File: src/rtl/irq_agg_pkg.sv
package irq_agg_pkg;

    typedef enum logic [1:0] {
        PIN_PP_LOW  = 2'b00,
        PIN_PP_HIGH = 2'b01,
        PIN_OD      = 2'b10,
        PIN_OD_ALT  = 2'b11
    } pin_mode_e;

    typedef enum logic {
        REQ_QUIET  = 1'b0,
        REQ_RAISED = 1'b1
    } req_state_e;

endpackage

File: src/rtl/irq_group_regs.sv
module irq_group_regs #(
    parameter int NGRP  = 8,
    parameter int GRP_W = 8
) (
    input  logic                  clk,
    input  logic                  rst_n,
    input  logic [NGRP*GRP_W-1:0] evt_i,
    input  logic [NGRP-1:0]       clr_i,
    input  logic [NGRP-1:0]       mask_we_i,
    input  logic [GRP_W-1:0]      wdata_i,
    output logic [NGRP*GRP_W-1:0] status_o,
    output logic [NGRP*GRP_W-1:0] mask_o
);

    for (genvar g = 0; g < NGRP; g++) begin : g_grp
        logic [GRP_W-1:0] stat_q;
        logic [GRP_W-1:0] mask_q;
        logic [GRP_W-1:0] evt_slice;

        assign evt_slice = evt_i[g*GRP_W +: GRP_W];

        // A read-clear keeps only the bits of new events.
        always_ff @(posedge clk or negedge rst_n) begin
            if (!rst_n) begin
                stat_q <= '0;
            end else if (clr_i[g]) begin
                stat_q <= evt_slice;
            end else begin
                stat_q <= stat_q | evt_slice;
            end
        end

        always_ff @(posedge clk or negedge rst_n) begin
            if (!rst_n) begin
                mask_q <= '1;
            end else if (mask_we_i[g]) begin
                mask_q <= wdata_i;
            end
        end

        assign status_o[g*GRP_W +: GRP_W] = stat_q;
        assign mask_o[g*GRP_W +: GRP_W]   = mask_q;
    end

endmodule

File: src/rtl/irq_summary.sv
module irq_summary #(
    parameter int NGRP  = 8,
    parameter int GRP_W = 8
) (
    input  logic [NGRP*GRP_W-1:0] status_i,
    input  logic [NGRP*GRP_W-1:0] mask_i,
    output logic [NGRP-1:0]       glob_o,
    output logic                  any_o
);

    for (genvar g = 0; g < NGRP; g++) begin : g_sum
        assign glob_o[g] = |(status_i[g*GRP_W +: GRP_W] & ~mask_i[g*GRP_W +: GRP_W]);
    end

    assign any_o = |glob_o;

endmodule

File: src/rtl/irq_pin_ctrl.sv
module irq_pin_ctrl
    import irq_agg_pkg::*;
(
    input  logic      clk,
    input  logic      rst_n,
    input  logic      any_i,
    input  pin_mode_e mode_i,
    output logic      req_o,
    output logic      pin_o,
    output logic      oe_o
);

    req_state_e state_q;
    req_state_e state_d;

    always_ff @(posedge clk or negedge rst_n) begin
        if (!rst_n) begin
            state_q <= REQ_QUIET;
        end else begin
            state_q <= state_d;
        end
    end

    // Transitions: raise (quiet -> raised), drop (raised -> quiet)
    always_comb begin
        state_d = state_q;
        unique case (state_q)
            REQ_QUIET:  if (any_i)  state_d = REQ_RAISED;
            REQ_RAISED: if (!any_i) state_d = REQ_QUIET;
        endcase
    end

    always_comb begin
        req_o = (state_q == REQ_RAISED);
        pin_o = 1'b1;
        oe_o  = 1'b1;
        unique case (mode_i)
            PIN_PP_LOW: begin
                pin_o = ~req_o;
                oe_o  = 1'b1;
            end
            PIN_PP_HIGH: begin
                pin_o = req_o;
                oe_o  = 1'b1;
            end
            PIN_OD, PIN_OD_ALT: begin
                pin_o = 1'b0;
                oe_o  = req_o;
            end
        endcase
    end

endmodule

File: src/rtl/irq_aggregator.sv
module irq_aggregator
    import irq_agg_pkg::*;
#(
    parameter int NGRP  = 8,
    parameter int GRP_W = 8,
    localparam int ADDR_W = $clog2(2*NGRP + 2),
    localparam int EVT_W  = NGRP*GRP_W
) (
    input  logic              clk,
    input  logic              rst_n,
    input  logic [EVT_W-1:0]  evt_i,
    input  logic              wr_en_i,
    input  logic              rd_en_i,
    input  logic [ADDR_W-1:0] addr_i,
    input  logic [GRP_W-1:0]  wdata_i,
    output logic [GRP_W-1:0]  rdata_o,
    output logic              irq_pin_o,
    output logic              irq_oe_o
);

    localparam int MASK_BASE = NGRP;
    localparam logic [ADDR_W-1:0] GLOB_ADDR = ADDR_W'(2*NGRP);
    localparam logic [ADDR_W-1:0] CFG_ADDR  = ADDR_W'(2*NGRP + 1);

    logic [EVT_W-1:0] status_flat;
    logic [EVT_W-1:0] mask_flat;
    logic [NGRP-1:0]  glob;
    logic             any_pend;
    logic             req_active;
    logic [NGRP-1:0]  clr_hit;
    logic [NGRP-1:0]  mask_we;
    pin_mode_e        pin_mode;

    for (genvar g = 0; g < NGRP; g++) begin : g_dec
        assign clr_hit[g] = rd_en_i && (addr_i == ADDR_W'(g));
        assign mask_we[g] = wr_en_i && (addr_i == ADDR_W'(MASK_BASE + g));
    end

    always_ff @(posedge clk or negedge rst_n) begin
        if (!rst_n) begin
            pin_mode <= PIN_PP_LOW;
        end else if (wr_en_i && addr_i == CFG_ADDR) begin
            pin_mode <= pin_mode_e'(wdata_i[1:0]);
        end
    end

    irq_group_regs #(.NGRP(NGRP), .GRP_W(GRP_W)) u_regs (
        .clk      (clk),
        .rst_n    (rst_n),
        .evt_i    (evt_i),
        .clr_i    (clr_hit),
        .mask_we_i(mask_we),
        .wdata_i  (wdata_i),
        .status_o (status_flat),
        .mask_o   (mask_flat)
    );

    irq_summary #(.NGRP(NGRP), .GRP_W(GRP_W)) u_sum (
        .status_i(status_flat),
        .mask_i  (mask_flat),
        .glob_o  (glob),
        .any_o   (any_pend)
    );

    irq_pin_ctrl u_pin (
        .clk   (clk),
        .rst_n (rst_n),
        .any_i (any_pend),
        .mode_i(pin_mode),
        .req_o (req_active),
        .pin_o (irq_pin_o),
        .oe_o  (irq_oe_o)
    );

    always_comb begin
        rdata_o = '0;
        if (rd_en_i) begin
            for (int g = 0; g < NGRP; g++) begin
                if (addr_i == ADDR_W'(g))
                    rdata_o = status_flat[g*GRP_W +: GRP_W];
                if (addr_i == ADDR_W'(MASK_BASE + g))
                    rdata_o = mask_flat[g*GRP_W +: GRP_W];
            end
            if (addr_i == GLOB_ADDR)
                rdata_o = GRP_W'(glob);
            if (addr_i == CFG_ADDR)
                rdata_o = GRP_W'(pin_mode);
        end
    end

endmodule

File: config.mk
export PLATFORM = sky130hd
export DESIGN_NAME = irq_aggregator
export DESIGN_NICKNAME = d
export VERILOG_FILES = /design/src/rtl/irq_agg_pkg.sv /design/src/rtl/irq_group_regs.sv /design/src/rtl/irq_summary.sv /design/src/rtl/irq_pin_ctrl.sv /design/src/rtl/irq_aggregator.sv
export SDC_FILE = /design/constraint.sdc
export NUM_CORES = 1
export LEC_CHECK = 0
export ABC_AREA = 1
export BUFFER_PORTS_ARGS = -buffer_cell sky130_fd_sc_hd__buf_2
export CAP_MARGIN = 20
export CORE_ASPECT_RATIO = 1.25
export CORE_MARGIN = 2
export CORE_UTILIZATION = 40
export CTS_CLUSTER_DIAMETER = 80
export DETAILED_ROUTE_END_ITERATION = 12
export GPL_TIMING_DRIVEN = 1
export MAX_ROUTING_LAYER = met4
export PLACE_DENSITY = 0.62
export SLEW_MARGIN = 15
export SYNTH_ARGS = -nofsm -noshare
export SYNTH_HDL_FRONTEND = slang
export SYNTH_SLANG_ARGS = --single-unit
export TNS_END_PERCENT = 20
File: constraint.sdc
create_clock -name clk -period 2.7 [get_ports clk]
set_input_delay 0.405 -clock clk [delete_from_list [all_inputs] [get_ports clk]]
set_output_delay 0.405 -clock clk [all_outputs]
set_load 0.05 [all_outputs]
---- Yosys cells after proc, flatten, opt, wreduce, memory -nomap -nowiden ----
Cells that the tools add are included.
W data, S select, Z words.
storage, ports and cells
  register bits ........................... 131
  bits of input ports ..................... 81
  output and inout bits ................... 10
  logic and storage cells ................. 123
operators by class
  equality and inequality tests ........... 20
  muxes and demuxes ....................... 30
  bitwise gates (word level) .............. 25
  reductions and logical operators ........ 30
operators with widths
  operator              number
  $mux W8               27
  $and A8 B8 Y8         8
  $not A8 Y8            8
  $or A8 B8 Y8          8
  $reduce_or A64 Y1     1
  $reduce_or A8 Y1      8
  $eq A5 B4 Y1 const B  8
  $eq A5 B3 Y1 const B  4
  $logic_and A1 B1 Y1   17
  $eq A5 B2 Y1 const B  2
  $eq A5 B5 Y1 const B  2
  $eq A5 B1 Y1 const B  1
  $logic_not A5 Y1      1
  $eq A2 B2 Y1 const B  2
  $reduce_or A2 Y1      2
  $pmux W1 S3           1
  $eq A2 B1 Y1 const B  1
  $logic_not A2 Y1      1
  $pmux W1 S2           1
  $mux W1               1
  $not A1 Y1            1

---- Logic depth before layout (Yosys ltp) ----
Gate-level depths: netlist (run 1).
  word-level depth ........................ 20
  mapped depth ............................ 15
  mapped depth without buffers ............ 15

---- Modules after synthesis ----
Synthesis (run 1) repeated with hierarchy kept, for this count alone.
unflattened totals
  cells, all modules ...................... 1055
  area, all modules ....................... 7180.6 um2
by module, submodules not included
  module          instances  cells an instance  area each (um2)  sequential area each (um2)
  irq_group_regs  1          544                4914.7           3283.1
  irq_aggregator  1          312                1461.4           50.0
  irq_summary     1          191                752.0            0.0
  irq_pin_ctrl    1          8                  52.6             25.0

---- Least setup slack after synthesis (run 1) ----
OpenSTA, ideal clock, no wires.
  path kind ............................... input -> output
  start point ............................. input addr_i[4]
  end point ............................... output rdata_o[0]
  arrival ................................. 2.204 ns
  data required time ...................... 2.295 ns
  path slack .............................. 0.091 ns
  cell stages on the path ................. 15
  buffers on the path ..................... 0
  cell sequence ........................... inv_2 nand3_2 nor2_4 nand2_1 nand2_1 inv_1 nand4_1 nand2_1 nand4_1 nand2_1 nand3_1 nand2_1 nand3_1 nand2_1 a21oi_1
on the way
  word-level cells in the longest chain between the ends .. 20
  elaborated cells on any way between the ends .. 37
  classes of those cells .................. eq/ne: 17; mux: 19; reduce/logical: 1
ends and longest elaborated chain
  item                RTL line              source
  start: declaration  irq_aggregator.sv:14  input logic [ADDR_W-1:0] addr_i,
  $logic_not A5 Y1    irq_aggregator.sv:79  if (addr_i == ADDR_W'(g))
  $mux W8             irq_aggregator.sv:79
  $mux W8             irq_aggregator.sv:81  if (addr_i == ADDR_W'(MASK_BASE + g))
  $mux W8             irq_aggregator.sv:79
  $mux W8             irq_aggregator.sv:81
  $mux W8             irq_aggregator.sv:79
  $mux W8             irq_aggregator.sv:81
  $mux W8             irq_aggregator.sv:79
  [... 4 more ...]    --
  $mux W8             irq_aggregator.sv:81
  $mux W8             irq_aggregator.sv:79
  $mux W8             irq_aggregator.sv:81
  $mux W8             irq_aggregator.sv:79
  $mux W8             irq_aggregator.sv:81
  $mux W8             irq_aggregator.sv:84  if (addr_i == GLOB_ADDR)
  $mux W8 *           irq_aggregator.sv:86  if (addr_i == CFG_ADDR)
  $mux W8 *           irq_aggregator.sv:77  if (rd_en_i) begin
  end: declaration    irq_aggregator.sv:16  output logic [GRP_W-1:0] rdata_o,
Every way passes the cells marked *; elsewhere a longest branch is shown, timed or not.

---- Worst setup path after layout (run 1) ----
  start point ............................. input addr_i[4]
  end point ............................... output rdata_o[7]
The elaborated chain is that of the path after synthesis.

==> insert_results.sql, run 1 <==
INSERT INTO impl_metrics (metric_group, metric, value, unit) VALUES
('sta', 'max_clock_freq', '0.378', 'GHz'),
('synthesis', 'syn_area_per_cell', '8.40', 'um^2'),
('synthesis', 'seq_area_frac_synth', '0.525', ''),
('worst_setup_path', 'worstPathMaxFanout', '7', ''),
('pwr', 'power.share.combinational', '0.108', ''),
('sta', 'setup-violations-final', '0', ''),
('synthesis', 'yosys_top_cell_area_share', '0.263', ''),
('pwr', 'seq_power_share', '0.458', ''),
('pwr', 'clock_power_share', '0.435', ''),
('worst_setup_path', 'critPathBufInv', '4', ''),
('worst_setup_path', 'cp-end-kind', 'output port', ''),
('cts', 'cts_buffers', '17', ''),
('detailed_routing', 'postRouteWirelength', '19.5', 'mm'),
('layout', 'layout.cells.most_common_list', 'sky130_fd_sc_hd__nand2_1, sky130_fd_sc_hd__inv_1, sky130_fd_sc_hd__buf_2, sky130_fd_sc_hd__dfrtp_1, sky130_fd_sc_hd__o21bai_1', ''),
('worst_setup_path', 'critical_path.reg2reg.startpoint', 'u_regs.g_grp[1].mask_q[3]$_DFFE_PN1P_', ''),
('synthesis', 'postSynth.asyncResetShare', '1.00', ''),
('synthesis', 'netlist.top_cell.by_area', 'sky130_fd_sc_hd__dfstp_2', ''),
('sta', 'fin_tns_setup', '0', 'ns'),
('sta', 'period_minus_slack', '2.65', 'ns'),
('layout', 'syn2layout_area_growth', '25.3', '%'),
('die', 'start_util', '0.410', ''),
('layout', 'post_layout_nonfiller_instances', '1116', ''),
('sta', 'final.period_utilization', '0.980', ''),
('sta', 'fin_worst_skew', '0.00590', 'ns'),
('worst_setup_path', 'critical_path_arrival', '2.24', 'ns'),
('pwr', 'p_leak', '4.06', 'nW'),
('min_path', 'hp-class', 'in2reg', ''),
('detailed_routing', 'first_pass_iters', '5', ''),
('sta', 'hold_slack', '0.168', 'ns'),
('cts', 'clock_insertion_delay_worst_skew', '0.42', 'ns'),
('synthesis', 'synthCells', '762', ''),
('place', 'numPlacedInstances', '1079', ''),
('detailed_routing', 'first_iter_violations', '442', ''),
('worst_setup_path', 'critical_path.cell_chain', 'buf_2, inv_4, nand4_4, buf_4, o21ai_2, nand4_1, nor2_1, nand4_1, nor2_1, nand4_1, nor3_1, nor2_1, buf_6', ''),
('pwr', 'total_switching_power', '1.40', 'mW'),
('die', 'core-area', '0.0156', 'mm^2'),
('pwr', 'power_per_cell_area', '677', 'mW/mm^2'),
('detailed_routing', 'final_antenna_net_count', '0', ''),
('layout', 'final_common_cell', 'sky130_fd_sc_hd__nand2_1', ''),
('sta', 'worstMarginPinSlew', '0.582', 'ns'),
('worst_setup_path', 'cpMaxStageDelayCell', 'sky130_fd_sc_hd__nor3_1', ''),
('layout', 'drive_gt1_frac', '0.282', ''),
('synthesis', 'synth-warning-count', '0', ''),
('sta', 'timing.final.ws_setup', '0.0539', 'ns'),
('cts', 'htree_num_levels', '4', ''),
('cts', 'cts_buffer_depth', '2', ''),
('place', 'routability_congestion_estimate', '0.970', ''),
('min_path', 'min-delay-start', 'evt_i[24]', ''),
('synthesis', 'yosys-top-cells-area', 'sky130_fd_sc_hd__dfstp_2, sky130_fd_sc_hd__dfrtp_1, sky130_fd_sc_hd__nand2_1, sky130_fd_sc_hd__o21bai_1, sky130_fd_sc_hd__inv_1', ''),
('synthesis', 'synth_edf_count', '0', ''),
('layout', 'area.sequential', '0.00336', 'mm^2'),
('synthesis', 'mappedNetlistNets', '843', ''),
('cts', 'tritoncts', 'yes', ''),
('pwr', 'vdd_drop_max', '445', 'uV'),
('die', 'fp.dieArea', '0.0170', 'mm^2'),
('grt', 'maximum_number_of_pins_on_one_net_before_global_route_repair', '65', ''),
('grt', 'grt_overflow_total', '0', ''),
('grt', 'total_routing_usage_gr', '0.244', ''),
('layout', 'multi_input_area', '0.00266', 'mm^2'),
('cts', 'tritoncts_num_sinks', '131', ''),
('synthesis', 'dominantRegCellSynth', 'sky130_fd_sc_hd__dfrtp_1', ''),
('worst_setup_path', 'path_delay_family', 'simple AND/OR/NAND/NOR gates', ''),
('place', 'detailed_place_hpwl', '14.4', 'mm'),
('layout', 'diodes', '0', ''),
('worst_setup_path', 'timing.critical_path.from', 'addr_i[4]', ''),
('die', 'io_pins', '91', ''),
('cts', 'cell_at_the_root_of_the_clock_tree', 'sky130_fd_sc_hd__clkbuf_16', ''),
('die', 'die-height', '145', 'um'),
('outcome', 'status', 'finished, final reports clean', ''),
('pwr', 'p_sw_frac', '0.258', ''),
('detailed_routing', 'dr_total_vias', '5757', '');
==> cell usage after synthesis (3+ instances only) <==
cell	instances
sky130_fd_sc_hd__nand2_1	214
sky130_fd_sc_hd__inv_1	98
sky130_fd_sc_hd__dfrtp_1	67
sky130_fd_sc_hd__o21bai_1	65
sky130_fd_sc_hd__dfstp_2	64
sky130_fd_sc_hd__o21ai_0	61
sky130_fd_sc_hd__nor2_1	36
sky130_fd_sc_hd__o22ai_1	32
sky130_fd_sc_hd__nand4_1	22
sky130_fd_sc_hd__nand3_1	15
sky130_fd_sc_hd__a21oi_1	14
sky130_fd_sc_hd__o21ai_1	14
sky130_fd_sc_hd__nor2_2	10
sky130_fd_sc_hd__clkbuf_1	8
sky130_fd_sc_hd__nor2_4	8
sky130_fd_sc_hd__nor4_1	8
sky130_fd_sc_hd__inv_2	7
sky130_fd_sc_hd__nor3_1	6
sky130_fd_sc_hd__buf_2	3
==> flip-flops by register name, summed over array words and instances (netlist names) <==
signal               flops
u_regs.g_grp.mask_q     64
u_regs.g_grp.stat_q     64
pin_mode                 2
u_pin.req_o              1
==> worst paths after layout <==
path / cells after the start / slack [ns] / to
max in group asynchronous: 3 / 1.45 / u_regs.g_grp[0].mask_q[4]$_DFFE_PN1P_
setup reg to reg: 6 / 1.05 / u_pin.req_o$_DFF_PN0_
hold / removal: 2 / 0.17 / u_regs.g_grp[3].stat_q[0]$_DFF_PN0_
setup / recovery: 13 / 0.05 / rdata_o[7]
hold reg to reg: 2 / 0.49 / u_regs.g_grp[7].mask_q[5]$_DFFE_PN1P_
min in group asynchronous: 2 / 0.48 / u_regs.g_grp[3].stat_q[6]$_DFF_PN0_
==> through the flow <==
step / cell area (um^2) / power [mW] / utilization
floorplan: 6400 / 2.78 / -
global placement: 7280 / 3.06 / 0.466
detailed placement: 7280 / 3.07 / 0.466
CTS: 7930 / 5.43 / 0.507
global route: 8020 / 5.63 / 0.513
finish: 8020 / 5.43 / 0.513
==> power groups by stage <==
stage | Sequential, mW | Combinational (mW) | Clock (mW)
2_1_floorplan | 2.43 | 0.351 | 0
3_3_place_gp | 2.51 | 0.556 | 0
3_5_place_dp | 2.50 | 0.566 | 0
4_1_cts | 2.47 | 0.575 | 2.38
5_1_grt | 2.50 | 0.653 | 2.48
6_report | 2.48 | 0.585 | 2.36
==> final cells by class <==
class,instances,area share
Timing Repair Buffer,121,0.0916
Sequential cell,131,0.419
Clock buffer,23,0.0583
Multi-Input combinational cell,514,0.331
Clock inverter,9,0.0162
Tap cell,212,0.0331
Inverter,106,0.0509
==> per-layer routing <==
metal  GRT usage  up-vias  share of wire
li1            -     2763              -
met1       0.297     2754           0.41
met3      0.0425       54          0.044
met2       0.391      186           0.50
met4       0.112        0          0.040
met5           -        -              0
==> repair_timing <==
item | CTS | global route
setup buffers | 2 | 2
endpoints found under the setup margin | 2 | 8
pin swaps | 1 | 12
gates cloned | 0 | 0
resized for setup | 6 | 28
hold buffers | 1 | 0
endpoints found under the hold margin | 21 | 0
==> cells by family (layout without fill, tap and decap cells) <==
group,after synthesis,after routing,synth area share
AND/OR/NAND/NOR,328,328,0.229
AO/OA/AOI/OAI,186,186,0.177
flip-flops,131,131,0.525
buffers and inverters,117,259,0.0692
Power figures use the tool's default switching activity.
==> run 2, diff against run 1 <==
--- a/config.mk
+++ b/config.mk
@@ -12,6 +12,7 @@
 export CORE_MARGIN = 2
 export CORE_UTILIZATION = 40
 export CTS_CLUSTER_DIAMETER = 80
+export CTS_CLUSTER_SIZE = 10
 export DETAILED_ROUTE_END_ITERATION = 12
 export GPL_TIMING_DRIVEN = 1
 export MAX_ROUTING_LAYER = met4
@@ -19,5 +20,6 @@
 export SLEW_MARGIN = 15
 export SYNTH_ARGS = -nofsm -noshare
 export SYNTH_HDL_FRONTEND = slang
+export SYNTH_HIERARCHICAL = 1
 export SYNTH_SLANG_ARGS = --single-unit
 export TNS_END_PERCENT = 20
==> run 2 against run 1 <==
  * The run now ends with negative setup slack left
  * Non-clock buffer count is 13 higher
  * Routed wire length is 7.7% higher
  * Total power up 4.8%
  * Clock power rose by 5%
  * Die area increased by 12%
  * Sequential power about the same
  * Critical path depth rose by 3
==> insert_results.sql, run 2 <==
INSERT INTO impl_metrics (metric_group, metric, value, unit) VALUES
('pwr', 'seq_power_share', '0.436', ''),
('synthesis', 'synth.top_cells.by_count', 'sky130_fd_sc_hd__nand2_1, sky130_fd_sc_hd__inv_1, sky130_fd_sc_hd__dfrtp_1, sky130_fd_sc_hd__nor2_1, sky130_fd_sc_hd__dfstp_2', ''),
('worst_setup_path', 'cp-end-kind', 'output port', ''),
('synthesis', 'synth_edf_count', '0', ''),
('synthesis', 'yosys_top_cell_area_share', '0.272', ''),
('sta', 'worstMarginPinSlew', '0.699', 'ns'),
('synthesis', 'synth-warning-count', '6', ''),
('cts', 'number_of_hold_buffers_added_after_cts', '0', ''),
('pwr', 'vdd_drop_max', '424', 'uV'),
('sta', 'setup-violations-final', '2', ''),
('pwr', 'power_per_cell_area', '642', 'mW/mm^2'),
('grt', 'maximum_number_of_pins_on_one_net_before_global_route_repair', '54', ''),
('synthesis', 'ys_ff_latch', '131', ''),
('cts', 'cts_buffer_depth', '2', ''),
('synthesis', 'synthCells', '1055', ''),
('cts', 'cts.clk_slew.worst_paths', '0.06', 'ns'),
('detailed_routing', 'wl_per_cell', '14.7', 'um'),
('worst_setup_path', 'critical_path.reg2reg.startpoint', 'u_regs/g_grp[5].mask_q[2]$_DFFE_PN1P_', ''),
('cts', 'tritoncts_num_sinks', '131', ''),
('grt', 'antenna_violations_before_repair', '0', ''),
('min_path', 'hp-class', 'in2async', ''),
('sta', 'grt_setup_unrepaired', 'yes', ''),
('pwr', 'total_switching_power', '1.52', 'mW'),
('synthesis', 'dominantRegCellSynth', 'sky130_fd_sc_hd__dfrtp_1', ''),
('synthesis', 'synth_most_common_cell', 'sky130_fd_sc_hd__nand2_1', ''),
('die', 'start_util', '0.410', ''),
('pwr', 'power.share.combinational', '0.130', ''),
('pwr', 'p_int', '4.17', 'mW'),
('die', 'die-height', '154', 'um'),
('synthesis', 'syn-cell-area', '0.00718', 'mm^2'),
('synthesis', 'seq_area_frac_synth', '0.468', ''),
('detailed_routing', 'first_pass_iters', '5', ''),
('cts', 'cell_at_the_root_of_the_clock_tree', 'sky130_fd_sc_hd__clkbuf_16', ''),
('sta', 'max_slew_margin', '0.534', ''),
('die', 'core-area', '0.0175', 'mm^2'),
('outcome', 'status', 'finished, violations left', ''),
('pwr', 'clock_power_share', '0.435', ''),
('place', 'routability_congestion_estimate', '0.984', ''),
('layout', 'nets_finish', '1271', ''),
('cts', 'cts_buffers', '17', ''),
('layout', 'final_common_cell', 'sky130_fd_sc_hd__nand2_1', ''),
('synthesis', 'yosysUniqueCellTypes', '26', ''),
('grt', 'grt_pass1_vias', '6449', ''),
('outcome', 'failed_checks', 'negative setup slack', ''),
('die', 'io_pins', '91', ''),
('layout', 'diodes', '0', ''),
('sta', 'total_count_of_max_transition_violations_in_the_final_report', '0', ''),
('layout', 'layout.cells.most_common_list', 'sky130_fd_sc_hd__nand2_1, sky130_fd_sc_hd__inv_1, sky130_fd_sc_hd__buf_2, sky130_fd_sc_hd__dfrtp_1, sky130_fd_sc_hd__dfstp_2', ''),
('worst_setup_path', 'timing.reg2reg.worst_path_depth', '9', ''),
('worst_setup_path', 'timing.critical_path.required', '2.30', 'ns'),
('layout', 'area.sequential', '0.00336', 'mm^2'),
('pwr', 'power', '5.69', 'mW'),
('place', 'detailed_place_hpwl', '15.8', 'mm'),
('synthesis', 'syn_area_per_cell', '6.81', 'um^2'),
('grt', 'grt_first_pass_wirelength', '33.4', 'mm'),
('detailed_routing', 'drc', '0', ''),
('pwr', 'p_sw_frac', '0.267', ''),
('grt', 'total_routing_usage_gr', '0.238', ''),
('layout', 'multi_input_area', '0.00294', 'mm^2'),
('detailed_routing', 'via_per_inst', '4.71', ''),
('detailed_routing', 'postRouteWirelength', '21.0', 'mm'),
('detailed_routing', 'dr_total_vias', '6723', ''),
('worst_setup_path', 'crit_start_category', 'input port', ''),
('sta', 'fin_worst_skew', '0.00490', 'ns'),
('layout', 'drive_gt1_frac', '0.234', ''),
('sta', 'report.final.hold_viol_count', '0', ''),
('flow_run', 'max-cap-violations', '0', ''),
('detailed_routing', 'first_iter_violations', '484', ''),
('cts', 'clock_insertion_delay_worst_skew', '0.41', 'ns'),
('worst_setup_path', 'setup.reg_to_reg.worst_slack', '1.23', 'ns'),
('sta', 'max_clock_freq', '0.362', 'GHz'),
('detailed_routing', 'final_antenna_net_count', '0', ''),
('sta', 'final.period_utilization', '1.02', ''),
('sta', 'period_minus_slack', '2.76', 'ns'),
('worst_setup_path', 'critical_path.reg2reg.endpoint', 'u_pin/req_o$_DFF_PN0_', ''),
('pwr', 'p_leak', '5.06', 'nW'),
('synthesis', 'postSynth.asyncResetShare', '1.00', ''),
('synthesis', 'yosys-top-cells-area', 'sky130_fd_sc_hd__nand2_1, sky130_fd_sc_hd__dfstp_2, sky130_fd_sc_hd__dfrtp_1, sky130_fd_sc_hd__inv_1, sky130_fd_sc_hd__nor2_1', ''),
('die', 'placementRows', '54', ''),
('die', 'die_span_in_x', '124', 'um'),
('cts', 'tritoncts', 'yes', ''),
('layout', 'syn2layout_area_growth', '23.3', '%'),
('place', 'numPortBuffers', '90', ''),
('grt', 'grt_overflow_total', '0', ''),
('synthesis', 'netlist.top_cell.by_area', 'sky130_fd_sc_hd__nand2_1', ''),
('cts', 'htree_num_levels', '4', ''),
('worst_setup_path', 'worstPathMaxFanout', '4', ''),
('layout', 'largestRegisters', 'u_regs/g_grp.mask_q x64, u_regs/g_grp.stat_q x64, pin_mode x2', ''),
('layout', 'fill_cells', '1779', ''),
('layout', 'fin_util', '0.506', ''),
('sta', 'timing.final.ws_setup', '-0.0588', 'ns'),
('worst_setup_path', 'worstSetupPathType', 'in2out', ''),
('die', 'fp.dieArea', '0.0190', 'mm^2'),
('synthesis', 'mappedNetlistNets', '1136', ''),
('worst_setup_path', 'critical_path_arrival', '2.35', 'ns');
==> run 2: worst max-delay path, cell delays in order <==
cell	delay [ns]
sky130_fd_sc_hd__buf_8	0.11
sky130_fd_sc_hd__nor2_4	0.15
sky130_fd_sc_hd__nand4_4	0.10
sky130_fd_sc_hd__buf_4	0.16
sky130_fd_sc_hd__or2_2	0.27
sky130_fd_sc_hd__nand2_1	0.08
sky130_fd_sc_hd__nand4_1	0.12
sky130_fd_sc_hd__nor2_2	0.14
sky130_fd_sc_hd__nand4_1	0.13
sky130_fd_sc_hd__nor2_1	0.11
sky130_fd_sc_hd__nand4_1	0.14
sky130_fd_sc_hd__nand2_1	0.09
sky130_fd_sc_hd__nand3_1	0.07
sky130_fd_sc_hd__nand2_1	0.06
sky130_fd_sc_hd__inv_1	0.03
sky130_fd_sc_hd__buf_4	0.17
==> run 2: layer usage <==
layer  wire length (um)  vias up  GRT usage
met5                  0        -          -
met3                967       39     0.0397
met4                604        0     0.0882
li1                   -     3374          -
met1               9030     3136      0.297
met2              10400      174      0.386
==> run 2: cell type report <==
type	count	area share
timing repair buffer	134	0.0965
clock buffer	20	0.0516
inverter	208	0.0890
sequential	131	0.379
clock inverter	12	0.0201
tap	224	0.0317
multi-input combinational	698	0.332
==> run 2: cell families after synthesis <==
logic type / Yosys count / share of synthesized area
AOI/OAI and AO/OA: 16 / 0.0112
buffers and inverters: 226 / 0.129
DFF: 131 / 0.468
muxes: 2 / 0.00314
and+or+nand+nor: 680 / 0.389
==> run 2: worst max-delay path by stage <==
| stage | startpoint | endpoint | cells after the start |
|---|---|---|---|
| final | addr_i[2] | rdata_o[1] | 16 |
| after global routing | addr_i[2] | rdata_o[0] | 16 |
| after CTS | addr_i[2] | rdata_o[4] | 14 |
| after detailed placement | addr_i[3] | rdata_o[4] | 14 |
| after global placement | addr_i[3] | rdata_o[4] | 14 |
| after floorplan | addr_i[3] | rdata_o[3] | 13 |
==> run 2: power groups by stage <==
stage	combinational (mW)	sequential [mW]	clock [mW]
finish	0.737	2.48	2.47
global placement	0.692	2.50	0
CTS	0.730	2.48	2.51
floorplan	0.470	2.43	0
detailed placement	0.709	2.51	0
global route	0.843	2.50	2.60
==> run 2: timing repair <==
action	4_1_cts	5_1_grt
endpoints found under the setup margin	5	7
buffers inserted	4	0
pin swaps	8	5
gates resized for setup	25	13
==> run 2: through the flow <==
| step | worst slack [ns] | cell area [um^2] | setup TNS [ns] | std cells | hold WS [ns] |
|---|---|---|---|---|---|
| 6_report | -0.0588 | 8850 | -0.0639 | 1427 | 0.0395 |
| 5_1_grt | -0.164 | 8850 | -0.790 | 1427 | 0.0855 |
| 3_5_place_dp | -0.233 | 8080 | -0.560 | 1391 | 0.463 |
| 2_1_floorplan | 0.0688 | 7180 | 0 | 1055 | 0.109 |
| 3_3_place_gp | -0.174 | 8080 | -0.360 | 1391 | 0.459 |
| 4_1_cts | -0.128 | 8810 | -0.220 | 1427 | 0.0515 |
==> run 3, diff against run 2 <==
--- a/config.mk
+++ b/config.mk
@@ -17,6 +17,7 @@
 export GPL_TIMING_DRIVEN = 1
 export MAX_ROUTING_LAYER = met4
 export PLACE_DENSITY = 0.62
+export SETUP_SLACK_MARGIN = 0.15
 export SLEW_MARGIN = 15
 export SYNTH_ARGS = -nofsm -noshare
 export SYNTH_HDL_FRONTEND = slang
==> run 3 against run 2 <==
  * The run still ends with negative setup slack left
  * Maximum frequency is 3.1% lower
  * Register-to-register slack about the same
  * First-iteration DRC count is 0.21% lower
  * Via count rose by 0.42%
  * Total power is 1.2% lower
  * Flip-flop and latch count unchanged
  * Global-route usage rose by 0.48 points
  * Critical path type unchanged
==> insert_results.sql, run 3 (synthesized netlist as in run 2, its figures left out) <==
INSERT INTO impl_metrics (metric_group, metric, value, unit) VALUES
('detailed_routing', 'via_per_inst', '4.71', ''),
('layout', 'layout.cells.most_common_list', 'sky130_fd_sc_hd__nand2_1, sky130_fd_sc_hd__inv_1, sky130_fd_sc_hd__buf_2, sky130_fd_sc_hd__dfrtp_1, sky130_fd_sc_hd__dfstp_2', ''),
('layout', 'area.sequential', '0.00336', 'mm^2'),
('worst_setup_path', 'crit_start_category', 'input port', ''),
('layout', 'multi_input_area', '0.00295', 'mm^2'),
('detailed_routing', 'postRouteWirelength', '21.4', 'mm'),
('cts', 'tritoncts_num_sinks', '131', ''),
('sta', 'max_clock_freq', '0.351', 'GHz'),
('layout', 'fill_cells', '1832', ''),
('worst_setup_path', 'setup.reg_to_reg.worst_slack', '1.22', 'ns'),
('grt', 'total_routing_usage_gr', '0.243', ''),
('grt', 'maximum_number_of_pins_on_one_net_before_global_route_repair', '55', ''),
('sta', 'worstMarginPinSlew', '0.549', 'ns'),
('worst_setup_path', 'timing.critical_path.required', '2.30', 'ns'),
('die', 'die_span_in_x', '124', 'um'),
('worst_setup_path', 'worstSetupPathType', 'in2out', ''),
('layout', 'drive_gt1_frac', '0.240', ''),
('sta', 'total_count_of_max_transition_violations_in_the_final_report', '0', ''),
('die', 'die-height', '154', 'um'),
('detailed_routing', 'first_pass_iters', '5', ''),
('cts', 'cell_at_the_root_of_the_clock_tree', 'sky130_fd_sc_hd__clkbuf_16', ''),
('sta', 'period_minus_slack', '2.85', 'ns'),
('sta', 'fin_worst_skew', '0.00548', 'ns'),
('pwr', 'vdd_drop_max', '424', 'uV'),
('sta', 'max_slew_margin', '0.633', ''),
('cts', 'cts_buffer_depth', '2', ''),
('grt', 'grt_overflow_total', '0', ''),
('outcome', 'failed_checks', 'negative setup slack', ''),
('place', 'numPortBuffers', '90', ''),
('die', 'core-area', '0.0175', 'mm^2'),
('detailed_routing', 'final_antenna_net_count', '0', ''),
('detailed_routing', 'dr_total_vias', '6751', ''),
('cts', 'tritoncts', 'yes', ''),
('cts', 'htree_num_levels', '4', ''),
('die', 'fp.dieArea', '0.0190', 'mm^2'),
('cts', 'clock_insertion_delay_worst_skew', '0.42', 'ns'),
('worst_setup_path', 'critical_path_arrival', '2.44', 'ns'),
('layout', 'nets_finish', '1278', ''),
('outcome', 'status', 'finished, violations left', ''),
('pwr', 'power_per_cell_area', '630', 'mW/mm^2'),
('flow_run', 'max-cap-violations', '0', ''),
('pwr', 'p_leak', '5.08', 'nW'),
('layout', 'final_common_cell', 'sky130_fd_sc_hd__nand2_1', ''),
('die', 'start_util', '0.410', ''),
('detailed_routing', 'first_iter_violations', '483', ''),
('detailed_routing', 'wl_per_cell', '14.9', 'um'),
('grt', 'grt_first_pass_wirelength', '33.8', 'mm'),
('cts', 'cts.clk_slew.worst_paths', '0.06', 'ns'),
('sta', 'grt_setup_unrepaired', 'yes', ''),
('pwr', 'power', '5.62', 'mW'),
('detailed_routing', 'drc', '0', ''),
('place', 'detailed_place_hpwl', '16.2', 'mm'),
('sta', 'timing.final.ws_setup', '-0.147', 'ns'),
('grt', 'grt_pass1_vias', '6472', ''),
('sta', 'final.period_utilization', '1.05', ''),
('worst_setup_path', 'worstPathMaxFanout', '4', ''),
('cts', 'cts_buffers', '17', ''),
('sta', 'setup-violations-final', '4', ''),
('die', 'io_pins', '91', ''),
('layout', 'diodes', '0', ''),
('die', 'placementRows', '54', ''),
('worst_setup_path', 'cp-end-kind', 'output port', ''),
('sta', 'report.final.hold_viol_count', '0', ''),
('place', 'routability_congestion_estimate', '0.972', ''),
('min_path', 'hp-class', 'in2reg', ''),
('sta', 'fin_tns_setup', '-0.247', 'ns'),
('layout', 'syn2layout_area_growth', '24.2', '%'),
('layout', 'largestRegisters', 'u_regs/g_grp.mask_q x64, u_regs/g_grp.stat_q x64, pin_mode x2', ''),
('grt', 'antenna_violations_before_repair', '0', '');
run 3: metrics by stage:
stage | area, um^2 | worst slack, ns | util | instances | hold WS (ns)
4_1_cts | 8840 | -0.129 | 0.505 | 1431 | 0.147
3_3_place_gp | 8120 | -0.197 | 0.464 | 1396 | 0.406
5_1_grt | 8910 | -0.220 | 0.509 | 1434 | 0.155
6_report | 8910 | -0.147 | 0.509 | 1434 | 0.157
2_1_floorplan | 7180 | 0.194 | - | 1055 | 0.109
3_5_place_dp | 8120 | -0.210 | 0.464 | 1396 | 0.410
run 3: worst paths after layout:
kind,startpoint,end,depth (start not counted)
setup / recovery,addr_i[3],rdata_o[0],17
hold / removal,evt_i[18],u_regs/g_grp[2].stat_q[2]$_DFF_PN0_,3
setup reg to reg,u_regs/g_grp[3].mask_q[2]$_DFFE_PN1P_,u_pin/req_o$_DFF_PN0_,7
hold reg to reg,u_regs/g_grp[6].mask_q[3]$_DFFE_PN1P_,u_regs/g_grp[6].mask_q[3]$_DFFE_PN1P_,2
max in group asynchronous,rst_n,u_regs/g_grp[5].mask_q[7]$_DFFE_PN1P_,3
min in group asynchronous,rst_n,u_regs/g_grp[1].stat_q[0]$_DFF_PN0_,2
run 3: area by class of cell:
class                   instances  share of cell area
repair buffers                141               0.104
multi-input cells             698               0.331
clock inverters                12              0.0173
flip-flops and latches        131               0.377
well taps                     224              0.0314
clock buffers                  20              0.0512
inverters                     208              0.0881
run 3: what timing repair did:
action	in CTS	in global routing
setup buffers	2	3
gates cloned	0	0
setup endpoints to repair	6	8
hold buffers	1	0
endpoints found under the hold margin	30	0
gates resized for setup	25	20
pin swaps	19	28
run 3: critical path: stages:
cell and delay (ns):
sky130_fd_sc_hd__buf_8 0.10, sky130_fd_sc_hd__nor2_4 0.14, sky130_fd_sc_hd__nand4_4 0.11, sky130_fd_sc_hd__buf_6 0.15, sky130_fd_sc_hd__buf_4 0.13, sky130_fd_sc_hd__or2_2 0.26
sky130_fd_sc_hd__nand2_1 0.07, sky130_fd_sc_hd__nand4_1 0.08, sky130_fd_sc_hd__nor2_1 0.13, sky130_fd_sc_hd__nand4_1 0.12, sky130_fd_sc_hd__nor2_1 0.12, sky130_fd_sc_hd__nand4_1 0.17
sky130_fd_sc_hd__nand2_1 0.10, sky130_fd_sc_hd__nand3_1 0.07, sky130_fd_sc_hd__nand2_1 0.06, sky130_fd_sc_hd__inv_1 0.03, sky130_fd_sc_hd__buf_4 0.18
run 3: power by group:
part	internal [mW]	leakage, nW	switching (mW)
logic	0.282	3.52	0.464
registers	2.30	1.27	0.188
clock network	1.50	0.293	0.886
run 3: layer usage:
layer,track usage,vias up,wire [um]
met4,0.0990,0,678
met2,0.388,196,10400
met5,-,-,0
met3,0.0453,41,1100
met1,0.302,3125,9240
li1,-,3389,-
